**config.mk**
```make
export PLATFORM = sky130hd
export DESIGN_NAME = dual_timer
export DESIGN_NICKNAME = d
export VERILOG_FILES = /design/src/rtl/dtmr_pkg.sv /design/src/rtl/dtmr_prescale.sv /design/src/rtl/dtmr_counter.sv /design/src/rtl/dtmr_channel.sv /design/src/rtl/dual_timer.sv
export SDC_FILE = /design/constraint.sdc
export NUM_CORES = 1
export LEC_CHECK = 0
export ABC_AREA = 1
export BUFFER_PORTS_ARGS = -buffer_cell sky130_fd_sc_hd__clkbuf_2
export CAP_MARGIN = 30
export CORE_MARGIN = 8
export CORE_UTILIZATION = 65
export DETAILED_ROUTE_END_ITERATION = 8
export HOLD_SLACK_MARGIN = 0.06
export PLACE_DENSITY = 0.88
export REMOVE_ABC_BUFFERS = 1
export SLEW_MARGIN = 20
export SYNTH_ARGS = -nofsm -noshare
export SYNTH_HDL_FRONTEND = slang
export SYNTH_SLANG_ARGS = --single-unit
```
**constraint.sdc**
```tcl
create_clock -name clk -period 4.3 [get_ports clk]
set_clock_uncertainty 0.05 [all_clocks]
set_input_delay 0.43 -clock clk [delete_from_list [all_inputs] [get_ports clk]]
set_output_delay 0.43 -clock clk [all_outputs]
set_load 0.005 [all_outputs]
```
**src/rtl/dtmr_pkg.sv**
```systemverilog
package dtmr_pkg;

    localparam int ADDR_W    = 12;
    localparam int DATA_W    = 32;
    localparam int SLOT_AW   = 5;
    localparam int NUM_CH    = 2;
    localparam int PRE_W     = 8;
    localparam int NARROW_W  = 16;

    localparam logic [ADDR_W-1:0] TEST_CTRL_OFF = 12'hF00;
    localparam logic [ADDR_W-1:0] TEST_OUT_OFF  = 12'hF04;
    localparam logic [ADDR_W-SLOT_AW-1:0] ID_SLOT = '1;

    typedef enum logic [2:0] {
        REG_LOAD   = 3'd0,
        REG_VALUE  = 3'd1,
        REG_CTRL   = 3'd2,
        REG_ICLR   = 3'd3,
        REG_RAW    = 3'd4,
        REG_MSK    = 3'd5,
        REG_BGLOAD = 3'd6,
        REG_NONE   = 3'd7
    } reg_sel_e;

    typedef enum logic [1:0] {
        PS_DIV1   = 2'd0,
        PS_DIV16  = 2'd1,
        PS_DIV256 = 2'd2,
        PS_DIV1B  = 2'd3
    } presc_e;

    typedef struct packed {
        logic   en;
        logic   periodic;
        logic   ie;
        logic   spare;
        presc_e presc;
        logic   wide;
        logic   oneshot;
    } ctrl_t;

    localparam ctrl_t CTRL_RESET = '{en: 1'b0, periodic: 1'b0, ie: 1'b1,
                                     spare: 1'b0, presc: PS_DIV1,
                                     wide: 1'b0, oneshot: 1'b0};

    typedef enum logic [2:0] {
        NXT_KEEP,
        NXT_LOAD,
        NXT_DEC,
        NXT_RELOAD,
        NXT_WRAP
    } cnt_op_e;

    typedef struct packed {
        logic              wr;
        reg_sel_e          sel;
        logic [DATA_W-1:0] wdata;
    } chan_req_t;

    function automatic logic [7:0] id_byte(input logic [2:0] idx);
        logic [7:0] b;
        case (idx)
            3'd0:    b = 8'h04;
            3'd1:    b = 8'h18;
            3'd2:    b = 8'h14;
            3'd3:    b = 8'h00;
            3'd4:    b = 8'h0D;
            3'd5:    b = 8'hF0;
            3'd6:    b = 8'h05;
            default: b = 8'hB1;
        endcase
        return b;
    endfunction

    function automatic logic [DATA_W-1:0] width_mask(input logic wide);
        return wide ? {DATA_W{1'b1}} : {{(DATA_W-NARROW_W){1'b0}}, {NARROW_W{1'b1}}};
    endfunction

endpackage

```
**src/rtl/dtmr_prescale.sv**
```systemverilog
module dtmr_prescale
    import dtmr_pkg::*;
#(
    parameter int W = PRE_W
) (
    input  logic   clk,
    input  logic   rst,
    input  logic   clr,
    input  logic   tick,
    input  presc_e mode,
    output logic   step
);
    localparam int SHORT_W = (W < 4) ? W : 4;

    logic [W-1:0] pcnt;

    always_ff @(posedge clk) begin
        if (rst || clr) begin
            pcnt <= '0;
        end else if (tick) begin
            pcnt <= pcnt + 1'b1;
        end
    end

    always_comb begin
        case (mode)
            PS_DIV16:  step = tick && (&pcnt[SHORT_W-1:0]);
            PS_DIV256: step = tick && (&pcnt);
            default:   step = tick;
        endcase
    end

    // at /16 and /256 a step comes only on the last tick of a cycle
    a_r6_div16_phase: assert property (@(posedge clk) disable iff (rst)
        (step && mode == PS_DIV16) |-> (pcnt[SHORT_W-1:0] == {SHORT_W{1'b1}}));

endmodule

```
**src/rtl/dtmr_counter.sv**
```systemverilog
module dtmr_counter
    import dtmr_pkg::*;
(
    input  logic              clk,
    input  logic              rst,
    input  logic              load_now,
    input  logic [DATA_W-1:0] load_val,
    input  logic [DATA_W-1:0] limit,
    input  logic              step,
    input  ctrl_t             ctrl,
    output logic [DATA_W-1:0] value,
    output logic              expire
);
    logic [DATA_W-1:0] cnt;
    logic [DATA_W-1:0] mask;
    logic [DATA_W-1:0] cur;
    logic              at_zero;
    cnt_op_e           op;

    assign mask    = width_mask(ctrl.wide);
    assign cur     = cnt & mask;
    assign at_zero = (cur == '0);

    always_comb begin
        if (load_now) begin
            op = NXT_LOAD;
        end else if (!step) begin
            op = NXT_KEEP;
        end else if (!at_zero) begin
            op = NXT_DEC;
        end else if (ctrl.oneshot) begin
            op = NXT_KEEP;
        end else if (ctrl.periodic) begin
            op = NXT_RELOAD;
        end else begin
            op = NXT_WRAP;
        end
    end

    always_ff @(posedge clk) begin
        if (rst) begin
            cnt <= '1;
        end else begin
            case (op)
                NXT_LOAD:   cnt <= load_val & mask;
                NXT_DEC:    cnt <= (cur - 1'b1) & mask;
                NXT_RELOAD: cnt <= limit & mask;
                NXT_WRAP:   cnt <= mask;
                default:    cnt <= cnt;
            endcase
        end
    end

    assign value  = cur;
    assign expire = (op == NXT_DEC) && (cur == {{(DATA_W-1){1'b0}}, 1'b1});

    // a step away from zero lowers the count by exactly one
    a_r4_decrement: assert property (@(posedge clk) disable iff (rst)
        (step && !load_now && !at_zero) |=> (cnt == (($past(cur) - 1'b1) & $past(mask))));

    // one-shot holds the counter at zero
    a_r5_oneshot_hold: assert property (@(posedge clk) disable iff (rst)
        (step && !load_now && at_zero && ctrl.oneshot) |=> (cnt == $past(cnt)));

    // free-running wraps to all ones of the width
    a_r5_freerun_wrap: assert property (@(posedge clk) disable iff (rst)
        (step && !load_now && at_zero && !ctrl.oneshot && !ctrl.periodic)
        |=> (cnt == $past(mask)));

endmodule

```
**src/rtl/dtmr_channel.sv**
```systemverilog
module dtmr_channel
    import dtmr_pkg::*;
(
    input  logic              clk,
    input  logic              rst,
    input  logic              tick_en,
    input  chan_req_t         req,
    output logic [DATA_W-1:0] rd_data,
    output logic              irq
);
    ctrl_t             ctrl;
    logic [DATA_W-1:0] limit;
    logic              flag;
    logic              step;
    logic              expire;
    logic [DATA_W-1:0] value;
    logic              wr_load;
    logic              wr_ctrl;
    logic              wr_clr;
    logic              wr_bg;

    assign wr_load = req.wr && (req.sel == REG_LOAD);
    assign wr_ctrl = req.wr && (req.sel == REG_CTRL);
    assign wr_clr  = req.wr && (req.sel == REG_ICLR);
    assign wr_bg   = req.wr && (req.sel == REG_BGLOAD);

    always_ff @(posedge clk) begin
        if (rst) begin
            ctrl  <= CTRL_RESET;
            limit <= '0;
        end else begin
            if (wr_ctrl) begin
                ctrl <= ctrl_t'(req.wdata[7:0]);
            end
            if (wr_load || wr_bg) begin
                limit <= req.wdata;
            end
        end
    end

    always_ff @(posedge clk) begin
        if (rst) begin
            flag <= 1'b0;
        end else if (expire) begin
            flag <= 1'b1;
        end else if (wr_clr) begin
            flag <= 1'b0;
        end
    end

    dtmr_prescale #(.W(PRE_W)) u_pre (
        .clk  (clk),
        .rst  (rst),
        .clr  (wr_ctrl || wr_load),
        .tick (tick_en && ctrl.en),
        .mode (ctrl.presc),
        .step (step)
    );

    dtmr_counter u_cnt (
        .clk      (clk),
        .rst      (rst),
        .load_now (wr_load),
        .load_val (req.wdata),
        .limit    (limit),
        .step     (step),
        .ctrl     (ctrl),
        .value    (value),
        .expire   (expire)
    );

    always_comb begin
        case (req.sel)
            REG_LOAD, REG_BGLOAD: rd_data = limit;
            REG_VALUE:            rd_data = value;
            REG_CTRL:             rd_data = {{(DATA_W-8){1'b0}}, ctrl};
            REG_RAW:              rd_data = {{(DATA_W-1){1'b0}}, flag};
            REG_MSK:              rd_data = {{(DATA_W-1){1'b0}}, flag && ctrl.ie};
            default:              rd_data = '0;
        endcase
    end

    assign irq = flag && ctrl.ie;

    // a clear without a same-cycle expiry empties the flag
    a_r9_clear: assert property (@(posedge clk) disable iff (rst)
        (wr_clr && !expire) |=> !flag);

    // the flag is sticky until cleared
    a_r9_sticky: assert property (@(posedge clk) disable iff (rst)
        (flag && !wr_clr) |=> flag);

    // an expiry always leaves the flag set
    a_r9_expiry_wins: assert property (@(posedge clk) disable iff (rst)
        expire |=> flag);

endmodule

```
**src/rtl/dual_timer.sv**
```systemverilog
module dual_timer
    import dtmr_pkg::*;
(
    input  logic              clk,
    input  logic              rst,
    input  logic              bus_sel,
    input  logic              bus_we,
    input  logic [ADDR_W-1:0] bus_addr,
    input  logic [DATA_W-1:0] bus_wdata,
    output logic [DATA_W-1:0] bus_rdata,
    input  logic [NUM_CH-1:0] tick_en,
    output logic              irq
);
    localparam int SLOT_IDX_W = ADDR_W - SLOT_AW;

    logic [SLOT_IDX_W-1:0] slot;
    reg_sel_e              word_sel;
    logic                  rd_now;
    logic [NUM_CH-1:0]     in_slot;
    logic [NUM_CH-1:0]     ch_irq;
    logic [DATA_W-1:0]     ch_rd [NUM_CH];
    logic [DATA_W-1:0]     rd_mux;

    assign slot     = bus_addr[ADDR_W-1:SLOT_AW];
    assign word_sel = reg_sel_e'(bus_addr[SLOT_AW-1:2]);
    assign rd_now   = bus_sel && !bus_we;

    for (genvar i = 0; i < NUM_CH; i++) begin : g_ch
        chan_req_t req;
        assign in_slot[i] = (slot == SLOT_IDX_W'(i));
        assign req.wr     = bus_sel && bus_we && in_slot[i];
        assign req.sel    = word_sel;
        assign req.wdata  = bus_wdata;

        dtmr_channel u_chan (
            .clk     (clk),
            .rst     (rst),
            .tick_en (tick_en[i]),
            .req     (req),
            .rd_data (ch_rd[i]),
            .irq     (ch_irq[i])
        );
    end

    always_comb begin
        rd_mux = '0;
        for (int i = 0; i < NUM_CH; i++) begin
            if (in_slot[i]) begin
                rd_mux = ch_rd[i];
            end
        end
        if (slot == ID_SLOT) begin
            rd_mux = {{(DATA_W-8){1'b0}}, id_byte(bus_addr[SLOT_AW-1:2])};
        end
    end

    always_ff @(posedge clk) begin
        if (rst) begin
            bus_rdata <= '0;
        end else if (rd_now) begin
            bus_rdata <= rd_mux;
        end
    end

    assign irq = |ch_irq;

    // the test offsets read back as zero
    a_r11_test_regs_zero: assert property (@(posedge clk) disable iff (rst)
        (rd_now && (bus_addr == TEST_CTRL_OFF || bus_addr == TEST_OUT_OFF))
        |=> (bus_rdata == '0));

    // identification words carry one byte only
    a_r10_id_byte_only: assert property (@(posedge clk) disable iff (rst)
        (rd_now && slot == ID_SLOT) |=> (bus_rdata[DATA_W-1:8] == '0));

    // read data holds while no read is strobed
    a_r12_rdata_hold: assert property (@(posedge clk) disable iff (rst)
        !rd_now |=> $stable(bus_rdata));

    // the merged line is low while no channel requests
    a_r9_irq_quiet: assert property (@(posedge clk) disable iff (rst)
        (ch_irq == '0) |-> !irq);

endmodule

```
# --- Word level (Yosys, flattened, before mapping) ---
# Cells that the tools add are included.
totals:
  regBits: 194
  latch_bits: 0
  mem_bits_rw: 0
  mem_bits_ro: 0
  input_bits: 50
  out_inout_bits: 33
  wordCells: 126
  memories: 0
classes:
  add_sub_neg: 4
  multipliers: 0
  n_div: 0
  n_lt_le_gt_ge: 0
  eq_ne: 22
  n_shift: 0
  n_mux: 26
  bitwise: 8
  reduce_logical: 43
ops:
  columns: ["cell", "n"]
  rows:
  - ["32-bit case mux with 5 select lines", 2]
  - ["32-bit AND", 8]
  - ["32-bit case mux with 4 select lines", 2]
  - ["32-bit two-way mux", 5]
  - ["32-bit by 1-bit == test with 1-bit output, second input constant", 2]
  - ["32-bit logical NOT", 2]
  - ["32-bit by 1-bit subtractor with 32-bit output, second input constant", 2]
  - ["8-bit case mux with 7 select lines", 1]
  - ["3-bit two-way mux", 10]
  - ["1-bit logical AND", 22]
  - ["3-bit by 2-bit == test with 1-bit output, second input constant", 6]
  - ["8-bit by 1-bit adder with 8-bit output, second input constant", 2]
  - ["8-bit AND reduction", 2]
  - ["3-bit == test, second input constant", 5]
  - ["3-bit by 1-bit == test with 1-bit output, second input constant", 3]
  - ["4-bit AND reduction", 2]
  - ["4-bit nonzero test", 2]
  - ["7-bit by 1-bit == test with 1-bit output, second input constant", 1]
  - ["7-bit == test, second input constant", 1]
  - ["7-bit logical NOT", 1]
  - ["1-bit logical OR", 6]
  - ["2-bit by 1-bit == test with 1-bit output, second input constant", 2]
  - ["2-bit == test, second input constant", 2]
  - ["1-bit two-way mux", 4]
  - ["other kinds (5)", 8]

# --- Logic depth before layout (Yosys ltp) ---
# Gate-level depths: netlist of the first run.
logic_depth:
  word_depth: 9
  ltp_mapped: 18

# --- By module ---
# A second synthesis of the first run with hierarchy kept.
unflattened:
  hier_cells: 2449
  area_unflattened_um2: 14843.0
modules_own_cells:
  columns: ["mod", "n_inst", "cells_per_inst", "area_per_inst_um2", "seq_area_each_um2"]
  rows:
  - ["dtmr_channel", 2, 376, 2418.6, 820.8]
  - ["dtmr_counter (g_ch[1].u_chan.u_cnt)", 1, 655, 3585.9, 640.6]
  - ["dtmr_counter (g_ch[0].u_chan.u_cnt)", 1, 629, 3498.4, 640.6]
  - ["dual_timer", 1, 293, 2095.8, 640.6]
  - ["dtmr_prescale", 2, 60, 412.9, 160.2]

# --- Least setup slack after synthesis of the first run ---
# OpenSTA, ideal clock, no wires.
synth_timing:
  path_type: "reg-to-reg"
  startpoint: "register g_ch[0].u_chan.u_cnt.cnt[0]"
  endpoint: "register g_ch[0].u_chan.u_cnt.cnt[9]"
  setup_time_ns: 0.117
  arrival_time_ns: 2.047
  required_time_ns: 4.133
  slack_ns: 2.086
  stages_incl_launch_ff: 17
  period_less_slack_ns: 2.214
  cell_sequence: "dfxtp_1 -> inv_1 -> ha_1 -> nand2_1 -> nor2_2 -> nand4_1 -> nor2_2 -> nand2_1 -> nand2_2 -> inv_2 -> nand2_1 -> inv_2 -> buf_4 -> nand2_1 -> nand3_1 -> nand2_1 -> nand2_1"
synth_via:
  elab_chain_len: 7
  elab_cells_between_ends: 13
  cone_classes: "1 x add/sub; 4 x eq/ne; 4 x mux; 2 x bitwise; 2 x reduce/logical"
synth_rtl:
  columns: ["item", "line", "rtl"]
  rows:
  - ["from (decl)", "dtmr_counter.sv:14", "logic [DATA_W-1:0] cnt;"]
  - ["from (signal assigned)", "dtmr_counter.sv:45", "NXT_LOAD: cnt <= load_val & mask;"]
  - ["from (signal assigned)", "dtmr_counter.sv:46", "NXT_DEC: cnt <= (cur - 1'b1) & mask;"]
  - ["from (signal assigned)", "dtmr_counter.sv:47", "NXT_RELOAD: cnt <= limit & mask;"]
  - ["32-bit AND *", "dtmr_counter.sv:21", "assign cur = cnt & mask;"]
  - ["branches (longest 6 deep; another with 32-bit by 1-bit subtractor with 32-bit output)", null, null]
# Every way passes the cells marked *.
# A chain may end at the register's enable or synchronous reset.

# --- Final worst setup path of the first run ---
layout_timing:
  startpoint: "register g_ch[0].u_chan.u_cnt.cnt[0]"
  endpoint: "register g_ch[0].u_chan.u_cnt.cnt[29]"
# The elaborated chain is that of the path after synthesis.

==> results.json, run 1 <==
{
  "yosys.area.top_type_share_pct": 31.9,
  "fin_crit_ns": 3.60,
  "power.leakage_nw": 6.03,
  "gp_congestion": 0.970,
  "fin_setup_tns_ns": 0,
  "diodes": 0,
  "final.setup.worst_slack_ns": 0.701,
  "outcome": "completed",
  "antenna_left": 0,
  "cts_resized": 0,
  "clock-sinks": 194,
  "cts_root_buf": "clkbuf_16",
  "crit_type": "register to register",
  "clock_path_buffers": 2,
  "fin_crit_sh_pct": 83.7,
  "synth_xor_area_share_pct": 1.51,
  "setup_viol": 0,
  "core-area_sq_mm": 0.0186,
  "clock_latency_ns": 0.44,
  "layout_common_cells": "nand2_1 (586), inv_1 (229), dfxtp_1 (194), a21oi_1 (189), nor2_1 (176)",
  "hold_depth": 3,
  "register_area_sq_mm": 0.00388,
  "synth_cell_types": 42,
  "hold_class": "input port to register",
  "path_max_fanout": 30,
  "final_nets": 2090,
  "fmaxAchievable_mhz": 278,
  "cellPowerDensity_mw_per_mm2": 273,
  "worst_pin_slew_ns": 1.06,
  "ir_drop_uv": 257,
  "synth_fa_ha_area_share_pct": 0.821,
  "cts_buffers": 17,
  "crit_required_ns": 4.63,
  "post-place-ws_ns": 0.859,
  "multi_input_area_sq_mm": 0.00688,
  "worstRegToRegCells": 12,
  "antenna_found_initial": 2,
  "slew_violations": 0,
  "path_clk_slew_ns": 0.08,
  "grt_max_degree": 126,
  "synth-simple-area-share_pct": 33.6,
  "drt_iter0_markers": 1574,
  "syn_avg_cell_area_sq_um": 6.06,
  "postCtsSetupBuffers": 0,
  "io_pins": 83,
  "vias_per_cell": 6.00,
  "muxShareOfSynthArea_pct": 0,
  "synthesis.area_sq_mm": 0.0122,
  "power_w": 0.00360,
  "start_util_pct": 65.6,
  "fin_util_pct": 71.1,
  "fillCellCount": 1751,
  "htreeDepth": 4,
  "rsz0062_at_grt": "false",
  "gr-total-overflow": 0,
  "portBuffers": 80,
  "grt_pass1_wl_um": 63700,
  "wl_per_cell_um": 17.8,
  "syn_to_final_growth_pct": 8.33,
  "postRouteWirelength_um": 40500,
  "die_w_um": 153,
  "ys_top_cells_by_area": "dfxtp_1 (32%), nand2_1 (18%), a21oi_1 (7.8%)",
  "drtPass1Iterations": 7,
  "cts_tree": "built",
  "first_global_vias": 12300,
  "drv_cap": 0,
  "drcViolationCount": 0,
  "ys_warn_count": 0,
  "synth_top_family_by_area": "simple AND/OR/NAND/NOR gates",
  "final_common_cell": "nand2_1",
  "synth_compound_area_share_pct": 20.4,
  "synthesis.instances": 2011,
  "worstPathArrival_ns": 3.92,
  "drive_gt1_share_pct": 8.66,
  "instances_no_fill": 2278,
  "dp_hpwl_um": 28200,
  "grtUsageTotal_pct": 33.5,
  "ys_seq_area_share_pct": 31.9,
  "synth-seq-cells": 194,
  "std_cell_rows": 50,
  "cts_hold_buf": 0,
  "critPathLaunchType": "register",
  "hold_viol": 0,
  "die_h_um": 153,
  "endpoint_kind": "register",
  "yosys.area.top_type": "dfxtp_1",
  "dp_cells": 2244,
  "relSlewSlack_pct": 28.5,
  "num_vias": 13700,
  "dieArea_sq_mm": 0.0234
}
state kept, by name, indices dropped and copies added, names as in the netlist:
name,flops
bus_rdata,32
g_ch.u_chan.limit,64
g_ch.u_chan.ctrl,16
g_ch.u_chan.flag,2
g_ch.u_chan.u_cnt.cnt,64
g_ch.u_chan.u_pre.pcnt,16
power breakdown:
part,total [W],internal [W],switching [W]
Clock,0.00159,0.000817,0.000777
Sequential,0.00180,0.00180,0.00000191
Combinational,0.000210,0.0000587,0.000151
Total,0.00360,0.00267,0.000930
cell families after synthesis:
kind of cell               Yosys count
and+or+nand+nor                    984
buffers and inverters              355
adders and majority gates            8
DFF                                194
AOI/OAI and AO/OA                  449
xor gates and xnor gates            21
synth_stat cells (all sizes together):
cell type,instances
xnor2,5
nand3,149
nor3,19
nand2,599
nor4,1
a21o,1
o221ai,7
nor3b,1
a221oi,1
or2,4
clkbuf,60
xor2,16
dfxtp,194
o22ai,31
nand3b,4
buf,38
nor2,186
o31ai,4
a31oi,5
a21oi,190
a22oi,45
clkinv,15
inv,242
nand4,20
o21ai,156
ha,8
o211ai,9
nand2b,1
final timing paths:
| kind | startpoint | endpoint | slack (ns) |
|---|---|---|---|
| worst max-delay path | g_ch[0].u_chan.u_cnt.cnt[0] | g_ch[0].u_chan.u_cnt.cnt[29] | 0.70 |
| worst min-delay path | bus_wdata[27] | g_ch[0].u_chan.limit[27] | 0.30 |
| worst max register to register | g_ch[0].u_chan.u_cnt.cnt[0] | g_ch[0].u_chan.u_cnt.cnt[29] | 0.70 |
| worst min register to register | g_ch[1].u_chan.limit[24] | g_ch[1].u_chan.limit[24] | 0.41 |
worst max-delay path, cell delays in order, from the launching register on:
cell     delay [ns]
dfxtp_1        0.38
inv_1          0.14
ha_1           0.28
nand2_1        0.15
nor2_2         0.30
nand4_1        0.23
nor2_2         0.30
nand2_1        0.12
nand2_2        0.32
nand3_2        0.38
inv_2          0.61
a21oi_1        0.13
nand2_1        0.11
per-layer routing:
| metal | routed length [um] | GRT usage [%] | vias to the layer above |
|---|---|---|---|
| met4 | 2420 | 18.6 | 4 |
| met1 | 15800 | 42.1 | 6137 |
| met3 | 4350 | 7.02 | 181 |
| li1 | - | - | 6569 |
| met5 | 27 | 0 | - |
| met2 | 17800 | 52.7 | 787 |
cell type report:
type,instances,share of cell area (%)
clock buffers,17,3.22
clock inverters,14,1.12
repair buffers,100,4.62
flip-flops and latches,194,29.4
well taps,234,2.22
multi-input cells,1462,52.1
inverters,257,7.30
metrics by stage:
stage | hold slack, ns | area (sq um)
after floorplan | 0.377 | 11700
after global placement | 0.397 | 12600
after detailed placement | 0.400 | 12600
after CTS | 0.293 | 13100
after global routing | 0.313 | 13200
final | 0.298 | 13200
(Power assumes the default switching activity.)
==> inputs of run 2 (changes only) <==
CORE_UTILIZATION = 62   (was 65)
PLACE_DENSITY = 0.84   (was 0.88)
clock period = 3.4 ns   (was 4.3 ns; I/O delays follow)
==> run 2 against run 1 <==
Net effect:
- maximum frequency increased by 15%
- via count decreased by 0.92%
- combinational power increased by 25%
- core utilization decreased by 2.3 points
- die area increased by 4.3%
- critical path type unchanged
- largest power group unchanged
- highest routed layer is now met4
==> results.json, run 2 (synthesis gave the netlist of run 1 again) <==
{
  "cts_root_buf": "clkbuf_16",
  "power_w": 0.00458,
  "drcViolationCount": 0,
  "path_clk_slew_ns": 0.08,
  "use_met2_pct": 53.2,
  "crit_type": "register to register",
  "cp_cell_sequence": "inv_1 > ha_1 > nand2_1 > nor2_2 > nand4_1 > nor2_2 > nand2_1 > nand2_2 > nand3_2 > inv_2 > a21oi_1 > nand2_1",
  "gr-total-overflow": 0,
  "cts_resized": 0,
  "postCtsSetupBuffers": 0,
  "layout_common_cells": "nand2_1 (586), inv_1 (229), dfxtp_1 (194), a21oi_1 (189), nor2_1 (176)",
  "grt-busiest-layer": "met2",
  "portBuffers": 80,
  "diodes": 0,
  "clock_latency_ns": 0.45,
  "drtPass1Iterations": 6,
  "critPathMaxStageDelay_ns": 0.44,
  "grt_pass1_wl_um": 64500,
  "gr-usage-met3_pct": 5.65,
  "outcome": "completed",
  "relSlewSlack_pct": 49.7,
  "hold_start": "bus_wdata[24]",
  "num_vias": 13600,
  "setup_viol": 0,
  "dieArea_sq_mm": 0.0244,
  "fillCellCount": 1845,
  "io_pins": 83,
  "die_h_um": 156,
  "power.leakage_nw": 6.09,
  "slew_violations": 0,
  "reg_top3": "g_ch.u_chan.limit x64, g_ch.u_chan.u_cnt.cnt x64, bus_rdata x32",
  "fin_crit_sh_pct": 92.0,
  "crit_path_start": "g_ch[0].u_chan.u_cnt.cnt[0]",
  "fin_crit_ns": 3.13,
  "endpoint_kind": "register",
  "rsz0062_at_grt": "false",
  "path_max_fanout": 30,
  "vias_per_cell": 5.83,
  "htreeDepth": 4,
  "clock-sinks": 194,
  "grtUsageTotal_pct": 33.0,
  "postRouteWirelength_um": 40400,
  "cts_hold_buf": 0,
  "antenna_left": 0,
  "crit_required_ns": 3.74,
  "fmaxAchievable_mhz": 320,
  "r2r_start": "g_ch[0].u_chan.u_cnt.cnt[0]",
  "final_nets": 2106,
  "cts_buffers": 17,
  "core-area_sq_mm": 0.0194,
  "cts_tree": "built",
  "final_common_cell": "nand2_1",
  "start_util_pct": 62.8,
  "drv_cap": 0,
  "use_met1_pct": 41.4,
  "cellPowerDensity_mw_per_mm2": 343,
  "worstPathArrival_ns": 3.47,
  "antenna_found_initial": 0,
  "worst_pin_slew_ns": 0.746,
  "dp_hpwl_um": 29300,
  "hold_viol": 0,
  "grt_max_degree": 65,
  "std_cell_rows": 51,
  "wl_per_cell_um": 17.4,
  "die_w_um": 156,
  "slowest_stage": "inv_2",
  "fin_setup_tns_ns": 0,
  "syn_to_final_growth_pct": 9.46,
  "hold_class": "input port to register",
  "drive_gt1_share_pct": 9.41,
  "ir_drop_uv": 343,
  "first_global_vias": 12600,
  "clock_path_buffers": 2,
  "gp_congestion": 1.00,
  "crit_top_cell": "nand2_1",
  "drt_iter0_markers": 1351,
  "critPathLaunchType": "register"
}
[run 2: cell types whose count changed in the layout (fill, tap and decap cells not counted), moves of 2 or more]
cell | before | now
inv_4 | 0 | 2
inv_2 | 13 | 11
buf_4 | 15 | 34
inv_6 | 3 | 1
buf_8 | 2 | 0
[run 2: metal layers]
metal	vias up	wire (um)
met5	-	0
met4	0	2250
met3	144	3680
met2	678	18000
met1	6128	16500
li1	6602	-
[run 2: worst paths after layout]
| path | endpoint | slack (ns) | cells past startpoint |
|---|---|---|---|
| worst max-delay path | g_ch[0].u_chan.u_cnt.cnt[4] | 0.27 | 12 |
| worst min-delay path | g_ch[1].u_chan.limit[24] | 0.19 | 3 |
| worst max register to register | g_ch[0].u_chan.u_cnt.cnt[4] | 0.27 | 12 |
| worst min register to register | g_ch[0].u_chan.limit[10] | 0.41 | 2 |
[run 2: final cells by class]
cell class | instances | area (sq um) | share of cell area [%]
multi-input combinational | 1462 | 6880 | 51.5
clock inverter | 14 | 148 | 1.11
timing repair buffer | 116 | 696 | 5.21
clock buffer | 18 | 439 | 3.29
inverter | 257 | 970 | 7.27
sequential | 194 | 3880 | 29.1
tap | 265 | 332 | 2.48
[run 2: critical path: cells and delay by family, from the launching register on]
kind	cells	cell delay, ns
flip-flops	1	0.35
AND/OR/NAND/NOR	8	1.63
adder cells (fa/ha/maj)	1	0.30
AO/OA/AOI/OAI	1	0.16
buffers and inverters	2	0.57
[run 2: where the power goes]
group          switching, W  total [W]  internal [W]  leakage (nW)
Clock              0.000986    0.00204       0.00106         0.284
Combinational      0.000189   0.000263     0.0000739          4.24
Sequential       0.00000248    0.00228       0.00227          1.57
[run 2: through the flow]
| stage | util, % | hold WS, ns | setup slack [ns] | std cells | area (sq um) |
|---|---|---|---|---|---|
| floorplan | - | 0.359 | 0.252 | 1913 | 11700 |
| global placement | 65.7 | 0.385 | 0.406 | 2294 | 12800 |
| detailed placement | 65.7 | 0.396 | 0.341 | 2294 | 12800 |
| CTS | 68.8 | 0.190 | 0.298 | 2326 | 13300 |
| global route | 68.8 | 0.210 | 0.0169 | 2326 | 13300 |
| finish | 68.8 | 0.192 | 0.272 | 2326 | 13300 |
==> inputs of run 3 (changes only) <==
RECOVER_POWER = 25   (was unset)
TNS_END_PERCENT = 10   (was unset)
==> run 3 against run 2 <==
Net effect:
- worst setup slack lost 0.024 ns
- non-clock buffer count is the same
- first-iteration DRC count grew 0.37%
- core utilization decreased by 0.26 points
- die area did not move
- clock power barely moved
- maximum frequency shrank 0.76%
- sequential cell count stayed put
==> results.json, run 3 (synthesis gave the netlist of run 1 again) <==
{
  "fillCellCount": 1855,
  "cts_root_buf": "clkbuf_16",
  "r2r_start": "g_ch[1].u_chan.u_cnt.cnt[0]",
  "whs_endpoint": "g_ch[0].u_chan.limit[24]",
  "first_global_vias": 12600,
  "clock-sinks": 194,
  "timing.rr.end": "g_ch[1].u_chan.u_cnt.cnt[27]",
  "num_vias": 13500,
  "drive_gt1_share_pct": 7.96,
  "postCtsSetupBuffers": 0,
  "critPathLaunchType": "register",
  "rsz0062_at_grt": "true",
  "reg_top3": "g_ch.u_chan.limit x64, g_ch.u_chan.u_cnt.cnt x64, bus_rdata x32",
  "power.leakage_nw": 5.99,
  "worstPathArrival_ns": 3.44,
  "diodes": 0,
  "hold_depth": 3,
  "setup_viol": 0,
  "worstRegToRegCells": 15,
  "slew_violations": 0,
  "placed_cell_area_sq_mm": 0.0128,
  "drcViolationCount": 0,
  "grt_max_degree": 65,
  "syn_to_final_growth_pct": 9.05,
  "gr-total-overflow": 0,
  "worst_pin_slew_ns": 1.16,
  "antenna_left": 0,
  "fin_crit_ns": 3.15,
  "postRouteWirelength_um": 40300,
  "antenna_found_initial": 0,
  "die_h_um": 156,
  "grt_pass1_wl_um": 64500,
  "drv_cap": 0,
  "die_w_um": 156,
  "hold_class": "input port to register",
  "fin_util_pct": 68.5,
  "final_nets": 2106,
  "vias_per_cell": 5.81,
  "fin_setup_tns_ns": 0,
  "drt_iter0_markers": 1356,
  "cts_tree": "built",
  "crit_required_ns": 3.69,
  "rrSetupSlack_ns": 0.25,
  "wl_per_cell_um": 17.3,
  "cts_buffers": 17,
  "path_max_fanout": 29,
  "relSlewSlack_pct": 22.7,
  "drtPass1Iterations": 6,
  "layout_common_cells": "nand2_1 (588), inv_1 (229), dfxtp_1 (194), a21oi_1 (189), nor2_1 (176)",
  "std_cell_rows": 51,
  "clock_path_buffers": 2,
  "dieArea_sq_mm": 0.0244,
  "dp_hpwl_um": 29300,
  "hold_start": "bus_wdata[24]",
  "final_area_sq_mm": 0.0133,
  "cellPowerDensity_mw_per_mm2": 345,
  "io_pins": 83,
  "ir_drop_uv": 342,
  "start_util_pct": 62.8,
  "grtUsageTotal_pct": 33.0,
  "core-area_sq_mm": 0.0194,
  "htreeDepth": 4,
  "fin_crit_sh_pct": 92.7,
  "endpoint_kind": "register",
  "gp_congestion": 1.00,
  "final_common_cell": "nand2_1",
  "outcome": "completed",
  "crit_type": "register to register",
  "path_clk_slew_ns": 0.08,
  "fmaxAchievable_mhz": 317,
  "clock_latency_ns": 0.45,
  "portBuffers": 80,
  "hold_viol": 0
}
==> run 3: power by group <==
part	switching, W	total, W	leakage [nW]	internal, W
Sequential	0.00000243	0.00228	1.57	0.00227
Clock	0.000992	0.00205	0.284	0.00106
Combinational	0.000188	0.000261	4.14	0.0000729
Total	0.00118	0.00459	5.99	0.00340
==> run 3: how the worst max path moves through the flow <==
stage	startpoint	to	slack, ns	cells past startpoint
global placement	g_ch[1].u_chan.u_cnt.cnt[0]	g_ch[1].u_chan.u_cnt.cnt[31]	0.41	15
global route	g_ch[1].u_chan.u_cnt.cnt[0]	g_ch[1].u_chan.u_cnt.cnt[4]	-0.05	15
detailed placement	g_ch[1].u_chan.u_cnt.cnt[0]	g_ch[1].u_chan.u_cnt.cnt[27]	0.34	15
CTS	g_ch[0].u_chan.u_cnt.cnt[0]	g_ch[0].u_chan.u_cnt.cnt[1]	0.30	15
finish	g_ch[1].u_chan.u_cnt.cnt[0]	g_ch[1].u_chan.u_cnt.cnt[27]	0.25	15
floorplan	g_ch[1].u_chan.ctrl[1]	g_ch[1].u_chan.u_cnt.cnt[29]	0.25	15
==> run 3: what timing repair did <==
action | 4_1_cts | 5_1_grt
setup endpoints to repair | 0 | 17
hold endpoints to repair | 0 | 0
hold buffers | 0 | 0
gates resized for setup | 0 | 2
==> run 3: cell type report <==
class	count	area, sq um	share of cell area [%]
clock buffer	18	439	3.30
clock inverter	14	148	1.11
inverter	257	967	7.27
multi-input combinational	1462	6870	51.7
sequential	194	3880	29.2
tap	265	332	2.49
timing repair buffer	116	653	4.91
==> run 3: layer usage <==
metal | routed length, um | track usage [%] | part of all wire (%)
met1 | 16400 | 41.4 | 41
met2 | 18000 | 53.2 | 45
met3 | 3790 | 5.65 | 9.4
met4 | 2180 | 18.1 | 5.4
met5 | 0 | 0 | 0
==> run 3: critical path: stages (launching register included) <==
cell and delay [ns]:
dfxtp_1 0.35, inv_1 0.11, ha_1 0.34, nand2_1 0.21
nor2_4 0.22, inv_1 0.12, nor2_4 0.25, nand2_4 0.11
nor3_2 0.28, nor2_4 0.10, nand2_4 0.28, inv_2 0.30
nand2_1 0.13, nand2_1 0.05, inv_1 0.07, nand2_1 0.06
==> run 3: stage by stage <==
step / cells / setup slack, ns / hold WS (ns) / total power, W
final: 2326 / 0.248 / 0.197 / 0.00459
after global routing: 2326 / -0.0483 / 0.210 / 0.00472
after CTS: 2326 / 0.298 / 0.190 / 0.00460
after detailed placement: 2294 / 0.341 / 0.396 / 0.00258
after global placement: 2294 / 0.406 / 0.385 / 0.00258
after floorplan: 1913 / 0.252 / 0.359 / 0.00245
